$ cat src/rtl/pst_pkg.sv
// Shared types for the pinned-destination squash tracker.
// Assumes: one status record per in-flight instruction tag.
package pst_pkg;

    // Status flags kept for one instruction entry.
    typedef struct packed {
        logic squashed;   // squashed by any source
        logic lsq_sq;     // squashed by the load/store queue
        logic renamed;    // at least one destination is pinned
        logic written;    // the pinned write has completed
        logic sqdone;     // counters already restored after squash
    } pst_stat_t;

endpackage

$ cat src/rtl/pst_status_table.sv
// Tag-indexed table of per-instruction status and pinned destinations.
// Applies rename, completion and squash events, completion before squash.
// Assumes: a rename never hits the same tag as a completion or squash in one cycle.
module pst_status_table
    import pst_pkg::*;
#(
    parameter int TAG_W  = 3,
    parameter int NDEST  = 2,
    parameter int PREG_W = 5
) (
    input  logic                     clk,
    input  logic                     rst_n,
    input  logic                     ren_valid,
    input  logic [TAG_W-1:0]         ren_tag,
    input  logic [NDEST-1:0]         ren_dst_valid,
    input  logic [NDEST-1:0]         ren_dst_pinned,
    input  logic [NDEST*PREG_W-1:0]  ren_dst_preg,
    input  logic                     wr_valid,
    input  logic [TAG_W-1:0]         wr_tag,
    input  logic                     sq_valid,
    input  logic [TAG_W-1:0]         sq_tag,
    input  logic                     sq_from_lsq,
    input  logic [TAG_W-1:0]         qry_tag,
    output pst_stat_t                qry_stat,
    output pst_stat_t                sq_stat,
    output logic [NDEST-1:0]         sq_pin,
    output logic [NDEST*PREG_W-1:0]  sq_preg
);
    localparam int ENTRIES = 1 << TAG_W;

    pst_stat_t                    stat_q [ENTRIES];
    pst_stat_t                    stat_d [ENTRIES];
    logic [NDEST-1:0]             pin_q  [ENTRIES];
    logic [NDEST*PREG_W-1:0]      preg_q [ENTRIES];
    logic [NDEST-1:0]             ren_pin;
    pst_stat_t                    work;

    assign ren_pin = ren_dst_valid & ren_dst_pinned;

    // Next status per entry: rename rebuilds, else completion then squash.
    always_comb begin
        for (int e = 0; e < ENTRIES; e++) begin
            work = stat_q[e];
            if (ren_valid && ren_tag == TAG_W'(e)) begin
                work         = '0;
                work.renamed = |ren_pin;
            end else begin
                if (wr_valid && wr_tag == TAG_W'(e) && work.renamed && !work.sqdone)
                    work.written = 1'b1;
                if (sq_valid && sq_tag == TAG_W'(e)) begin
                    work.squashed = 1'b1;
                    if (sq_from_lsq)
                        work.lsq_sq = 1'b1;
                    if (work.renamed)
                        work.sqdone = 1'b1;
                end
            end
            stat_d[e] = work;
        end
    end

    // Entry storage with synchronous active-low reset.
    always_ff @(posedge clk) begin
        for (int e = 0; e < ENTRIES; e++) begin
            if (!rst_n) begin
                stat_q[e] <= '0;
                pin_q[e]  <= '0;
                preg_q[e] <= '0;
            end else begin
                stat_q[e] <= stat_d[e];
                if (ren_valid && ren_tag == TAG_W'(e)) begin
                    pin_q[e]  <= ren_pin;
                    preg_q[e] <= ren_dst_preg;
                end
            end
        end
    end

    // Squash-side read, with a same-cycle completion folded in first.
    always_comb begin
        sq_stat = stat_q[sq_tag];
        if (wr_valid && wr_tag == sq_tag && sq_stat.renamed && !sq_stat.sqdone)
            sq_stat.written = 1'b1;
    end

    assign sq_pin   = pin_q[sq_tag];
    assign sq_preg  = preg_q[sq_tag];
    assign qry_stat = stat_q[qry_tag];

endmodule

$ cat src/rtl/pst_restore_gen.sv
// Builds the registered per-lane increment strobes for a restoring squash.
// Assumes: sq_stat already includes any same-cycle completion.
module pst_restore_gen
    import pst_pkg::*;
#(
    parameter int NDEST  = 2,
    parameter int PREG_W = 5
) (
    input  logic                     clk,
    input  logic                     rst_n,
    input  logic                     sq_valid,
    input  pst_stat_t                sq_stat,
    input  logic [NDEST-1:0]         sq_pin,
    input  logic [NDEST*PREG_W-1:0]  sq_preg,
    output logic [NDEST-1:0]         inc_rem_v,
    output logic [NDEST*PREG_W-1:0]  inc_rem_preg,
    output logic [NDEST-1:0]         inc_cpl_v,
    output logic [NDEST*PREG_W-1:0]  inc_cpl_preg
);
    logic fire;

    assign fire = sq_valid && sq_stat.renamed && !sq_stat.sqdone;

    for (genvar d = 0; d < NDEST; d++) begin : g_lane
        // One-cycle strobes and physical index for lane d.
        always_ff @(posedge clk) begin
            if (!rst_n) begin
                inc_rem_v[d]                   <= 1'b0;
                inc_cpl_v[d]                   <= 1'b0;
                inc_rem_preg[d*PREG_W +: PREG_W] <= '0;
                inc_cpl_preg[d*PREG_W +: PREG_W] <= '0;
            end else begin
                inc_rem_v[d] <= fire && sq_pin[d];
                inc_cpl_v[d] <= fire && sq_pin[d] && sq_stat.written;
                if (fire && sq_pin[d]) begin
                    inc_rem_preg[d*PREG_W +: PREG_W] <= sq_preg[d*PREG_W +: PREG_W];
                    inc_cpl_preg[d*PREG_W +: PREG_W] <= sq_preg[d*PREG_W +: PREG_W];
                end
            end
        end
    end

endmodule

$ cat src/rtl/pin_squash_tracker.sv
// Top of the pinned-destination squash recovery tracker.
// Holds per-tag pin status and returns pin credits on the first squash.
// Assumes: the caller keeps rename and other events on distinct tags per cycle.
module pin_squash_tracker
    import pst_pkg::*;
#(
    parameter int TAG_W  = 3,
    parameter int NDEST  = 2,
    parameter int PREG_W = 5
) (
    input  logic                     clk,
    input  logic                     rst_n,
    input  logic                     ren_valid,
    input  logic [TAG_W-1:0]         ren_tag,
    input  logic [NDEST-1:0]         ren_dst_valid,
    input  logic [NDEST-1:0]         ren_dst_pinned,
    input  logic [NDEST*PREG_W-1:0]  ren_dst_preg,
    input  logic                     wr_valid,
    input  logic [TAG_W-1:0]         wr_tag,
    input  logic                     sq_valid,
    input  logic [TAG_W-1:0]         sq_tag,
    input  logic                     sq_from_lsq,
    input  logic [TAG_W-1:0]         qry_tag,
    output logic                     qry_squashed,
    output logic                     qry_lsq_squashed,
    output logic                     qry_renamed,
    output logic                     qry_written,
    output logic                     qry_sqdone,
    output logic [NDEST-1:0]         inc_rem_v,
    output logic [NDEST*PREG_W-1:0]  inc_rem_preg,
    output logic [NDEST-1:0]         inc_cpl_v,
    output logic [NDEST*PREG_W-1:0]  inc_cpl_preg
);
    pst_stat_t                   qry_stat;
    pst_stat_t                   sq_stat;
    logic [NDEST-1:0]            sq_pin;
    logic [NDEST*PREG_W-1:0]     sq_preg;

    pst_status_table #(.TAG_W(TAG_W), .NDEST(NDEST), .PREG_W(PREG_W)) u_table (
        .clk            (clk),
        .rst_n          (rst_n),
        .ren_valid      (ren_valid),
        .ren_tag        (ren_tag),
        .ren_dst_valid  (ren_dst_valid),
        .ren_dst_pinned (ren_dst_pinned),
        .ren_dst_preg   (ren_dst_preg),
        .wr_valid       (wr_valid),
        .wr_tag         (wr_tag),
        .sq_valid       (sq_valid),
        .sq_tag         (sq_tag),
        .sq_from_lsq    (sq_from_lsq),
        .qry_tag        (qry_tag),
        .qry_stat       (qry_stat),
        .sq_stat        (sq_stat),
        .sq_pin         (sq_pin),
        .sq_preg        (sq_preg)
    );

    pst_restore_gen #(.NDEST(NDEST), .PREG_W(PREG_W)) u_restore (
        .clk          (clk),
        .rst_n        (rst_n),
        .sq_valid     (sq_valid),
        .sq_stat      (sq_stat),
        .sq_pin       (sq_pin),
        .sq_preg      (sq_preg),
        .inc_rem_v    (inc_rem_v),
        .inc_rem_preg (inc_rem_preg),
        .inc_cpl_v    (inc_cpl_v),
        .inc_cpl_preg (inc_cpl_preg)
    );

    assign qry_squashed     = qry_stat.squashed;
    assign qry_lsq_squashed = qry_stat.lsq_sq;
    assign qry_renamed      = qry_stat.renamed;
    assign qry_written      = qry_stat.written;
    assign qry_sqdone       = qry_stat.sqdone;

endmodule

$ cat config.mk
export PLATFORM = sky130hd
export DESIGN_NAME = pin_squash_tracker
export DESIGN_NICKNAME = d
export VERILOG_FILES = /design/src/rtl/pst_pkg.sv /design/src/rtl/pst_status_table.sv /design/src/rtl/pst_restore_gen.sv /design/src/rtl/pin_squash_tracker.sv
export SDC_FILE = /design/constraint.sdc
export NUM_CORES = 1
export LEC_CHECK = 0
export BUFFER_PORTS_ARGS = -buffer_cell sky130_fd_sc_hd__buf_2
export CORE_MARGIN = 2
export CORE_UTILIZATION = 54
export DETAILED_ROUTE_END_ITERATION = 7
export PLACE_DENSITY = 0.76
export SLEW_MARGIN = 20
export SYNTH_ARGS = -nofsm -noshare
export SYNTH_HDL_FRONTEND = slang
export SYNTH_SLANG_ARGS = --single-unit
$ cat constraint.sdc
create_clock -name clk -period 2.5 [get_ports clk]
set_input_delay 0.625 -clock clk [delete_from_list [all_inputs] [get_ports clk]]
set_output_delay 0.625 -clock clk [all_outputs]
set_load 0.005 [all_outputs]
# ---- Word level (Yosys, flattened, before mapping)
# Memories as Yosys holds them, arrays and structs flattened.
# Index checks and enable logic that the tools add are counted.
dict set report op_classes {
  reduce_logical 62
  mux 115
  n_bitwise 25
  n_eq_ne 22
}
# operator n
set op_table {}
lappend op_table {{$mux W10} 8}
lappend op_table {{$mux W1} 67}
lappend op_table {{$mux W2} 32}
lappend op_table {{$logic_and A1 B1 Y1} 49}
lappend op_table {{$mux W5} 8}
lappend op_table {{$eq A3 B3 Y1 const B} 12}
lappend op_table {{$or A1 B1 Y1} 24}
lappend op_table {{$eq A3 B2 Y1 const B} 6}
lappend op_table {{$eq A3 B1 Y1 const B} 3}
lappend op_table {{$logic_not A1 Y1} 9}
lappend op_table {{$logic_not A3 Y1} 3}
lappend op_table {{$eq A3 B3 Y1} 1}
lappend op_table {{$and A2 B2 Y2} 1}
lappend op_table {{$reduce_or A2 Y1} 1}
dict set report totals {
  ram_bits 136
  out_inout_bits 29
  elab_cells 233
  input_bits 32
  ff_bits 14
  mem_count 3
}
# name words width rd rd_clocked_by_memory_dff write_ports line_no
set memory_table {}
lappend memory_table {u_table.preg_q 8 10 1 0 8 pst_status_table.sv:34} ;# logic [NDEST*PREG_W-1:0] preg_q [ENTRIES];
lappend memory_table {u_table.stat_q 8 5 10 0 8 pst_status_table.sv:31} ;# pst_stat_t stat_q [ENTRIES];
lappend memory_table {u_table.pin_q 8 2 1 0 8 pst_status_table.sv:33} ;# logic [NDEST-1:0] pin_q [ENTRIES];

# ---- Depth between registers and ports, before layout
# Gate-level depths: netlist (run 1).
dict set report depth {
  depth_word 7
  ltp_mapped 7
  ltp_nobuf 4
}

# ---- Hierarchy
# A second synthesis (run 1) with hierarchy kept.
dict set report hier_totals {
  cells_unflattened 530
  area_unflattened_um2 7008.0
}
# module cells_each area_each_um2 seq_area_each_um2 instances
set by_module_without_submodules {}
lappend by_module_without_submodules {pst_status_table 466 6397.4 3683.5 1}
lappend by_module_without_submodules {pst_restore_gen 64 610.6 280.3 1}

# ---- Least setup slack after synthesis (run 1)
# No wires, ideal clock.
dict set report synth_path {
  path_kind {input to register}
  startpoint {in ren_tag[2]}
  endpoint {mem u_table.pin_q[0][0] (enable)}
  setup_ps 413
  path_buffers 1
  arrival_ps 2102
  slack_ps -15
  cell_stages 2
  required_ps 2087
  path_cell_list {clkbuf_1 o31ai_1}
}
# item line_no
set synth_rtl {}
lappend synth_rtl {{start: declaration} pin_squash_tracker.sv:14} ;# input logic [TAG_W-1:0] ren_tag,
lappend synth_rtl {{end: declaration} pst_status_table.sv:33}

# ---- Worst setup path after layout (run 1)
dict set report layout_path {
  startpoint {in qry_tag[1]}
  endpoint {out qry_lsq_squashed}
}
dict set report layout_between {
  elab_chain_cells 1
}
# item line_no
set layout_lines {}
lappend layout_lines {{start: declaration} pin_squash_tracker.sv:23} ;# input logic [TAG_W-1:0] qry_tag,
lappend layout_lines {{$mem_v2 Z8 W5} --}
lappend layout_lines {{end: declaration} pin_squash_tracker.sv:25} ;# output logic qry_lsq_squashed,
# Every way passes these cells.

==> flow_summary.ini, run 1 <==
[sta]
finalCriticalPeriod_ns = 2.43
slew-limit-headroom_pct = 29.2
fin_ws_ns = 0.0673
max_freq_ghz = 0.411
setup_viol = 0
hold_viol_final = 0
period_share_pct = 97.3
drv_slew = 0
skew_ns = 0.00619
rsz0062_at_grt = no
tightest_slew_ns = 1.06

[global_route]
grt_start_max_net_pins = 35
antenna_found_initial = 0
grt_pass1_wl_mm = 24.8
first_global_vias = 4423
grt_overflow = 0
grt.total_usage_pct = 25.3

[logic_synthesis]
async_flop_share_pct = 0
synth_area_leader_cell = edfxtp_1
synth_warnings = 0
ys_top_cells_by_count = edfxtp_1 (96), and3_1 (64), nor2_1 (64)
synth_area_leaders = edfxtp_1 (42%), dfxtp_1 (16%), mux4_2 (13%)
synth_edf_count = 96
ys_dominant_reg_cell = edfxtp_1
synth.ff_latch_count = 150
syn_nets = 562
netlist_instances = 530
yosysUniqueCellTypes = 33
netlist.area_leader.share_pct = 42.1
syn_area_per_cell_um2 = 12.9
synth.most_common_cell = edfxtp_1
yosysSeqAreaShare_pct = 57.9
syn_area_um2 = 6840

[placed_design]
gp_congestion = 0.894
dp.cells = 746
io_buffers = 60
dp_slack_ns = 0.0620
dpl.hpwl_mm = 10.8

[detailed_routing]
drtIter0Drc = 597
post_drt_via_cell_ratio = 5.98
totalWireLength_mm = 16.3
ant_nets = 0
vias = 4655
first_pass_iters = 5
detail_route.wl_per_cell_um = 20.9
drcViolationCount = 0

[clock_tree]
cts_setup_buffers = 0
numCtsBuffers = 17
clkTransAtPathRegs_ns = 0.06
clk_latency_ns = 0.42
post_cts_resized = 0
htreeDepth = 4
cts_hold_buf = 0
cts_tree = built
cts_buffer_depth = 2
cts_root_buf = clkbuf_16
cts_sinks = 150

[die]
rows = 41
die_w_um = 117
core-area_um2 = 12500
die-area_um2 = 13600
initial_core_util_pct = 54.6
ios = 61
die_y_um = 117

[pwr]
p_seq_share_pct = 47.8
finalPower_mw = 5.84
vdd_drop_max_mv = 0.517
switching_share_pct = 22.6
pwr_density_cell_nw_per_um2 = 733
leakage_nw = 3.21
clockPowerShare_pct = 44.2
power_frac_comb_pct = 8.0
switchingPower_mw = 1.32
internal_power_mw = 4.52

[setup_path]
crit_top_cell = buf_2
critPathTopFamily = multiplexers
cp.depth = 4
r2r-end = u_restore.inc_rem_preg[3]
critPathKind = primary input to primary output
r2r_slack_ns = 0.83
arrival_ns = 1.81
crit_path_end_kind = primary output
crit_required_ns = 1.88
critPathBufInv = 2
start_kind = primary input
startpoint = qry_tag[1]
crit_path_end = qry_lsq_squashed
rr_worst_depth = 4
slowest_stage = mux4_2
crit_path_max_incr_delay_ns = 0.54
critPathMaxFanout = 8
reg2reg_from = u_table.stat_q[7][0]
worstPathCellList = buf_2 > mux4_2 > mux2_2 > buf_2

[layout]
postLayoutCoreUtil_pct = 63.6
final_nets = 625
fin_cells = 779
layout-drive-gt1-share_pct = 30.0
fill_cells = 943
syn2layout_area_growth_pct = 16.4
regArea_um2 = 3960
multiInputGateArea_um2 = 2620

[status]
status = complete, no violations

[worst_hold_path]
hold_path.class = register to register

[job]
maxCapViolCount = 0
## tightest hold or removal path, cell delays in order, from the launching register on
cell and delay (ns):
dfxtp_1 0.31, nand2_1 0.05, mux2i_1 0.05
## per-stage QoR
step	cell area [um2]	hold WS [ns]	setup TNS, ns
6_report	7960	0.467	0
5_1_grt	7960	0.495	0
4_1_cts	7960	0.475	0
3_5_place_dp	7360	0.467	0
3_3_place_gp	7360	0.453	0
2_1_floorplan	6840	0.431	-0.356
## cell usage in the layout, fill, tap and decap left out, drive strengths merged, types with 9 or more instances in the layout
cell	n
edfxtp	96
buf	89
nor2	64
and3	64
dfxtp	54
mux4	40
nand2	35
and2	22
a21oi	20
mux2	18
clkbuf	17
mux2i	11
clkinv	10
inv	9
## how the worst min path moves through the flow
stage	from	endpoint	cells past startpoint
after floorplan	u_table.stat_q[1][3]	u_table.stat_q[1][3]	2
after detailed placement	u_restore.inc_rem_preg[2]	u_restore.inc_rem_preg[2]	2
after global routing	u_restore.inc_cpl_preg[7]	u_restore.inc_cpl_preg[7]	2
final	u_restore.inc_cpl_preg[8]	u_restore.inc_cpl_preg[8]	2
after global placement	u_restore.inc_cpl_preg[9]	u_restore.inc_cpl_preg[9]	2
after CTS	u_restore.inc_rem_preg[2]	u_restore.inc_rem_preg[2]	2
## sequential cells by signal (all words and copies together) (netlist names)
register,flops
u_table.stat_q,40
u_table.preg_q,80
u_table.pin_q,16
u_restore.inc_rem_v,2
u_restore.inc_cpl_preg,5
u_restore.inc_cpl_v,2
u_restore.inc_rem_preg,5
## final cells by class
cell class,instances,share of cell area (%)
Antenna cell,1,0.0314
Timing Repair Buffer,89,6.66
Clock inverter,15,2.26
Inverter,8,0.377
Sequential cell,150,49.8
Clock buffer,17,5.34
Tap cell,172,2.70
Multi-Input combinational cell,327,32.9
## kinds of logic (layout without fill, tap and decap cells)
kind of cell | count (synthesis) | count (layout) | share of synthesized area (%)
buf+inv | 53 | 129 | 3.95
mux | 69 | 69 | 18.0
flops | 150 | 150 | 57.9
simple gates | 213 | 213 | 16.3
other cells | 0 | 1 | 0
compound gates | 42 | 42 | 3.40
xor+xnor | 3 | 3 | 0.384
## metal layers
metal | up-vias | wire length [um] | GRT usage (%)
met5 | - | 0 | 0
met4 | 0 | 286 | 8.39
met3 | 30 | 1220 | 5.66
met2 | 206 | 8100 | 40.4
met1 | 2331 | 6670 | 34.8
li1 | 2088 | - | -
## power groups by stage
| stage | Clock (mW) | Combinational, mW | Sequential, mW |
|---|---|---|---|
| 2_1_floorplan | 0 | 0.297 | 2.82 |
| 3_3_place_gp | 0 | 0.446 | 2.83 |
| 3_5_place_dp | 0 | 0.458 | 2.84 |
| 4_1_cts | 2.61 | 0.463 | 2.79 |
| 5_1_grt | 2.70 | 0.501 | 2.80 |
| 6_report | 2.58 | 0.466 | 2.79 |
No activity file was read; power rests on OpenSTA's default activity.
==> run 2: changes to the inputs <==
--- a/config.mk
+++ b/config.mk
@@ -5,11 +5,11 @@
 export SDC_FILE = /design/constraint.sdc
 export NUM_CORES = 1
 export LEC_CHECK = 0
-export BUFFER_PORTS_ARGS = -buffer_cell sky130_fd_sc_hd__buf_2
 export CORE_MARGIN = 2
-export CORE_UTILIZATION = 54
+export CORE_UTILIZATION = 57
 export DETAILED_ROUTE_END_ITERATION = 7
-export PLACE_DENSITY = 0.76
+export DONT_BUFFER_PORTS = 1
+export PLACE_DENSITY = 0.75
 export SLEW_MARGIN = 20
 export SYNTH_ARGS = -nofsm -noshare
 export SYNTH_HDL_FRONTEND = slang
==> flow_summary.ini, run 2 (synthesis results as in run 1) <==
[sta]
fin_ws_ns = 0.287
skew_ns = 0.00459
tightest_slew_ns = 0.922
rsz0062_at_grt = no
finalCriticalPeriod_ns = 2.21
setup_viol = 0
fin_setup_tns_ns = 0
hold_viol_final = 0
period_share_pct = 88.5
max_freq_ghz = 0.452
drv_slew = 0
slew-limit-headroom_pct = 38.4

[setup_path]
crit_required_ns = 1.88
r2r-end = u_restore.inc_rem_preg[4]
rr_worst_depth = 4
critPathKind = register to primary output
reg2reg_from = u_table.stat_q[7][0]
critPathMaxFanout = 3
slowest_stage = mux4_2
r2r_slack_ns = 0.84
worstPathCellList = inv_1 > mux4_2 > o21ai_0
start_kind = register
arrival_ns = 1.59
crit_path_max_incr_delay_ns = 0.48
crit_path_end_kind = primary output

[detailed_routing]
drtIter0Drc = 637
drcViolationCount = 0
first_pass_iters = 5
ant_nets = 0
totalWireLength_mm = 15.7
detail_route.wl_per_cell_um = 22.9
vias = 4392
post_drt_via_cell_ratio = 6.41

[global_route]
first_global_vias = 4454
grt_pass1_wl_mm = 24.4
grt.total_usage_pct = 25.6
grt_start_max_net_pins = 37
grt_overflow = 0
antenna_found_initial = 0

[layout]
postLayoutCoreUtil_pct = 63.3
final_nets = 557
final_common_cell = edfxtp_1
fill_cells = 849
num_antenna_cells = 0
layout_common_cells = edfxtp_1 (96), nor2_1 (64), and3_1 (64)
top_regs = u_table.preg_q: 80 flops, u_table.stat_q: 40 flops, u_table.pin_q: 16 flops
largest_reg_flops = 80
top_register = u_table.preg_q
syn2layout_area_growth_pct = 9.69
layout-drive-gt1-share_pct = 21.4
stdcell_area_um2 = 7500

[placed_design]
dp_slack_ns = 0.486
gp_congestion = 0.963
placed_cell_area_um2 = 6950
io_buffers = 0
dpl.hpwl_mm = 10.0

[worst_hold_path]
hold_path.class = primary input to register
hp-start = sq_from_lsq
min_to = u_table.stat_q[6][3]
holdPathStages = 2

[clock_tree]
cts_buffer_depth = 2
numCtsBuffers = 17
post_cts_resized = 0
htreeDepth = 4
clkTransAtPathRegs_ns = 0.06
cts_setup_buffers = 0
cts_root_buf = clkbuf_16
cts_tree = built
clk_latency_ns = 0.42
cts_sinks = 150
cts_hold_buf = 0

[pwr]
leakage_nw = 2.87
pwr_density_cell_nw_per_um2 = 733
finalPower_mw = 5.50
vdd_drop_max_mv = 0.451

[job]
maxCapViolCount = 0

[die]
die_y_um = 114
rows = 40
ios = 61
die-area_um2 = 12900
initial_core_util_pct = 57.7
die_w_um = 114
core-area_um2 = 11900

[status]
status = complete, no violations
==> run 2: cell count changes in the layout (fill, tap and decap cells not counted), sizes merged <==
| cell | previous run | this run |
|---|---|---|
| clkbuf | 17 | 20 |
| bufinv | 3 | 0 |
| clkinv | 10 | 8 |
| buf | 89 | 21 |
| diode | 1 | 0 |
| inv | 9 | 11 |
==> run 2: cell type report <==
type | instances | area [um2] | share of cell area [%]
clock buffer | 20 | 479 | 6.39
sequential | 150 | 3960 | 52.8
timing repair buffer | 21 | 158 | 2.10
tap | 147 | 184 | 2.45
inverter | 8 | 30.0 | 0.400
multi-input combinational | 327 | 2620 | 34.9
clock inverter | 12 | 72.6 | 0.967
==> run 2: worst max path at each step <==
stage | slack (ns) | cells past startpoint | endpoint | startpoint
floorplan | -0.01 | 2 | u_table.pin_q[0][0] | ren_tag[2]
global placement | 0.50 | 2 | qry_sqdone | qry_tag[1]
detailed placement | 0.49 | 2 | qry_sqdone | qry_tag[1]
CTS | 0.27 | 3 | qry_renamed | u_table.stat_q[3][2]
global route | 0.21 | 3 | qry_renamed | u_table.stat_q[3][2]
finish | 0.29 | 3 | qry_renamed | u_table.stat_q[3][2]
==> run 2: per-layer routing <==
layer	GRT usage (%)	up-vias	share of wire, %
met5	0	-	0
met4	11.5	0	2.8
met3	6.59	40	8.6
met2	39.6	211	48
met1	34.6	2194	41
li1	-	1947	-
==> run 2: worst max-delay path: cells and delay by family, from the launching register on <==
kind	cells	cell delay (ns)
AOI/OAI and AO/OA	1	0.21
buffers and inverters	1	0.10
muxes	1	0.48
DFF	1	0.37
==> run 2: per-stage QoR <==
step                      cells  hold WS [ns]
final                       685         0.343
after global routing        685         0.346
after CTS                   685         0.330
after detailed placement    653         0.471
after global placement      653         0.453
after floorplan             530         0.431
==> run 2: power breakdown <==
group | total (mW) | internal [mW] | switching, mW
logic | 0.343 | 0.172 | 0.170
clock network | 2.37 | 1.38 | 0.992
registers | 2.79 | 2.75 | 0.0376
total | 5.50 | 4.30 | 1.20
==> run 3: changes to the inputs <==
--- a/config.mk
+++ b/config.mk
@@ -6,10 +6,10 @@
 export NUM_CORES = 1
 export LEC_CHECK = 0
 export CORE_MARGIN = 2
-export CORE_UTILIZATION = 57
+export CORE_UTILIZATION = 60
 export DETAILED_ROUTE_END_ITERATION = 7
 export DONT_BUFFER_PORTS = 1
-export PLACE_DENSITY = 0.75
+export PLACE_DENSITY = 0.76
 export SLEW_MARGIN = 20
 export SYNTH_ARGS = -nofsm -noshare
 export SYNTH_HDL_FRONTEND = slang
==> constraint.sdc (replaced) <==
create_clock -name clk -period 2.7 [get_ports clk]
set_input_delay 0.405 -clock clk [delete_from_list [all_inputs] [get_ports clk]]
set_output_delay 0.405 -clock clk [all_outputs]
set_load 0.005 [all_outputs]
==> flow_summary.ini, run 3 (synthesis results as in run 1) <==
[clock_tree]
htreeDepth = 4
numCtsBuffers = 17
clk_latency_ns = 0.42
cts_tree = built
cts_buffer_depth = 2
cts_hold_buf = 0
post_cts_resized = 0
cts_sinks = 150
clkTransAtPathRegs_ns = 0.06
cts_root_buf = clkbuf_16
cts_setup_buffers = 0

[setup_path]
arrival_ns = 1.57
worstPathCellList = inv_1 > mux4_2 > o21ai_0
crit_required_ns = 2.30
crit_path_end_kind = primary output
crit_path_max_incr_delay_ns = 0.46
critPathKind = register to primary output
start_kind = register
slowest_stage = mux4_2
critPathMaxFanout = 3

[layout]
top_register = u_table.preg_q
top_regs = u_table.preg_q: 80 flops, u_table.stat_q: 40 flops, u_table.pin_q: 16 flops
final_common_cell = edfxtp_1
layout_common_cells = edfxtp_1 (96), nor2_1 (64), and3_1 (64)
syn2layout_area_growth_pct = 10.4
largest_reg_flops = 80
final_nets = 553
layout-drive-gt1-share_pct = 20.0
num_antenna_cells = 0

[detailed_routing]
totalWireLength_mm = 15.9
first_pass_iters = 5
vias = 4475
post_drt_via_cell_ratio = 6.64
detail_route.wl_per_cell_um = 23.6
drtIter0Drc = 446
ant_nets = 0
drcViolationCount = 0

[die]
die-area_um2 = 12300
die_w_um = 111
die_y_um = 111
rows = 38
initial_core_util_pct = 62.3
core-area_um2 = 11000
ios = 61

[pwr]
pwr_density_cell_nw_per_um2 = 718
vdd_drop_max_mv = 0.443
clockPowerShare_pct = 46.6
p_seq_share_pct = 47.6
power_frac_comb_pct = 5.8
switching_share_pct = 19.9
internal_power_mw = 4.34
switchingPower_mw = 1.08
leakage_nw = 2.89

[global_route]
grt_overflow = 0
antenna_found_initial = 0
grt_start_max_net_pins = 37
first_global_vias = 4532
grt.total_usage_pct = 27.2
grt_pass1_wl_mm = 25.0

[sta]
whs_ns = 0.132
period_share_pct = 73.1
setup_viol = 0
tightest_slew_ns = 0.818
fin_setup_tns_ns = 0
drv_slew = 0
hold_viol_final = 0
skew_ns = 0.00700
slew-limit-headroom_pct = 45.3
max_freq_ghz = 0.507
rsz0062_at_grt = no
finalCriticalPeriod_ns = 1.97

[job]
maxCapViolCount = 0

[worst_hold_path]
hold_path.class = primary input to register

[placed_design]
dpl.hpwl_mm = 9.71
gp_congestion = 0.894
io_buffers = 0

[status]
status = complete, no violations
## run 3: changes by cell type in the layout (fill, tap and decap cells not counted), sizes merged
| cell | delta |
|---|---|
| clkinv | -5 |
| clkbuf | +5 |
| bufinv | +3 |
| inv | -3 |
| buf | -4 |
## run 3: power by group through the flow
| stage | Sequential, mW | Combinational (mW) | Clock, mW |
|---|---|---|---|
| 5_1_grt | 2.59 | 0.338 | 2.62 |
| 6_report | 2.58 | 0.316 | 2.52 |
| 4_1_cts | 2.58 | 0.315 | 2.54 |
| 2_1_floorplan | 2.61 | 0.275 | 0 |
| 3_3_place_gp | 2.62 | 0.304 | 0 |
| 3_5_place_dp | 2.63 | 0.311 | 0 |
## run 3: worst max-delay path: cells and delay by family (launching register included)
kind	cells	cell delay, ns
mux	1	0.46
compound gates	1	0.24
buf+inv	1	0.09
flops	1	0.36
## run 3: metal layers
metal,vias up,global-route usage [%],share of wire (%)
met2,273,40.9,47
met4,0,11.6,2.5
li1,1940,-,-
met1,2223,36.6,39
met3,39,8.80,12
met5,-,0,0
## run 3: stage by stage
step	worst slack (ns)	power [mW]	instance area (um2)	utilization (%)	std cells
final	0.727	5.42	7550	68.8	674
after global routing	0.640	5.55	7550	68.8	674
after CTS	0.712	5.43	7550	68.8	674
after detailed placement	0.984	2.94	6910	62.9	642
after global placement	1.03	2.93	6910	62.9	642
after floorplan	0.405	2.89	6840	-	530
## run 3: cell type report
class                      count  area (um2)
sequential                   150        3960
tap                          140         175
timing repair buffer          17         128
multi-input combinational    327        2620
clock buffer                  25         529
fill                         743        3430
inverter                       8        30.0
clock inverter                 7         111
## run 3: path summary, 6_finish.rpt
check / endpoint / slack (ns) / start / cells past startpoint
setup / recovery: qry_renamed / 0.73 / u_table.stat_q[3][2] / 3
hold / removal: u_table.stat_q[4][3] / 0.13 / sq_from_lsq / 2
hold reg to reg: u_table.stat_q[4][3] / 0.47 / u_table.stat_q[4][3] / 2
setup reg to reg: u_restore.inc_rem_preg[0] / 1.02 / u_table.pin_q[7][0] / 4
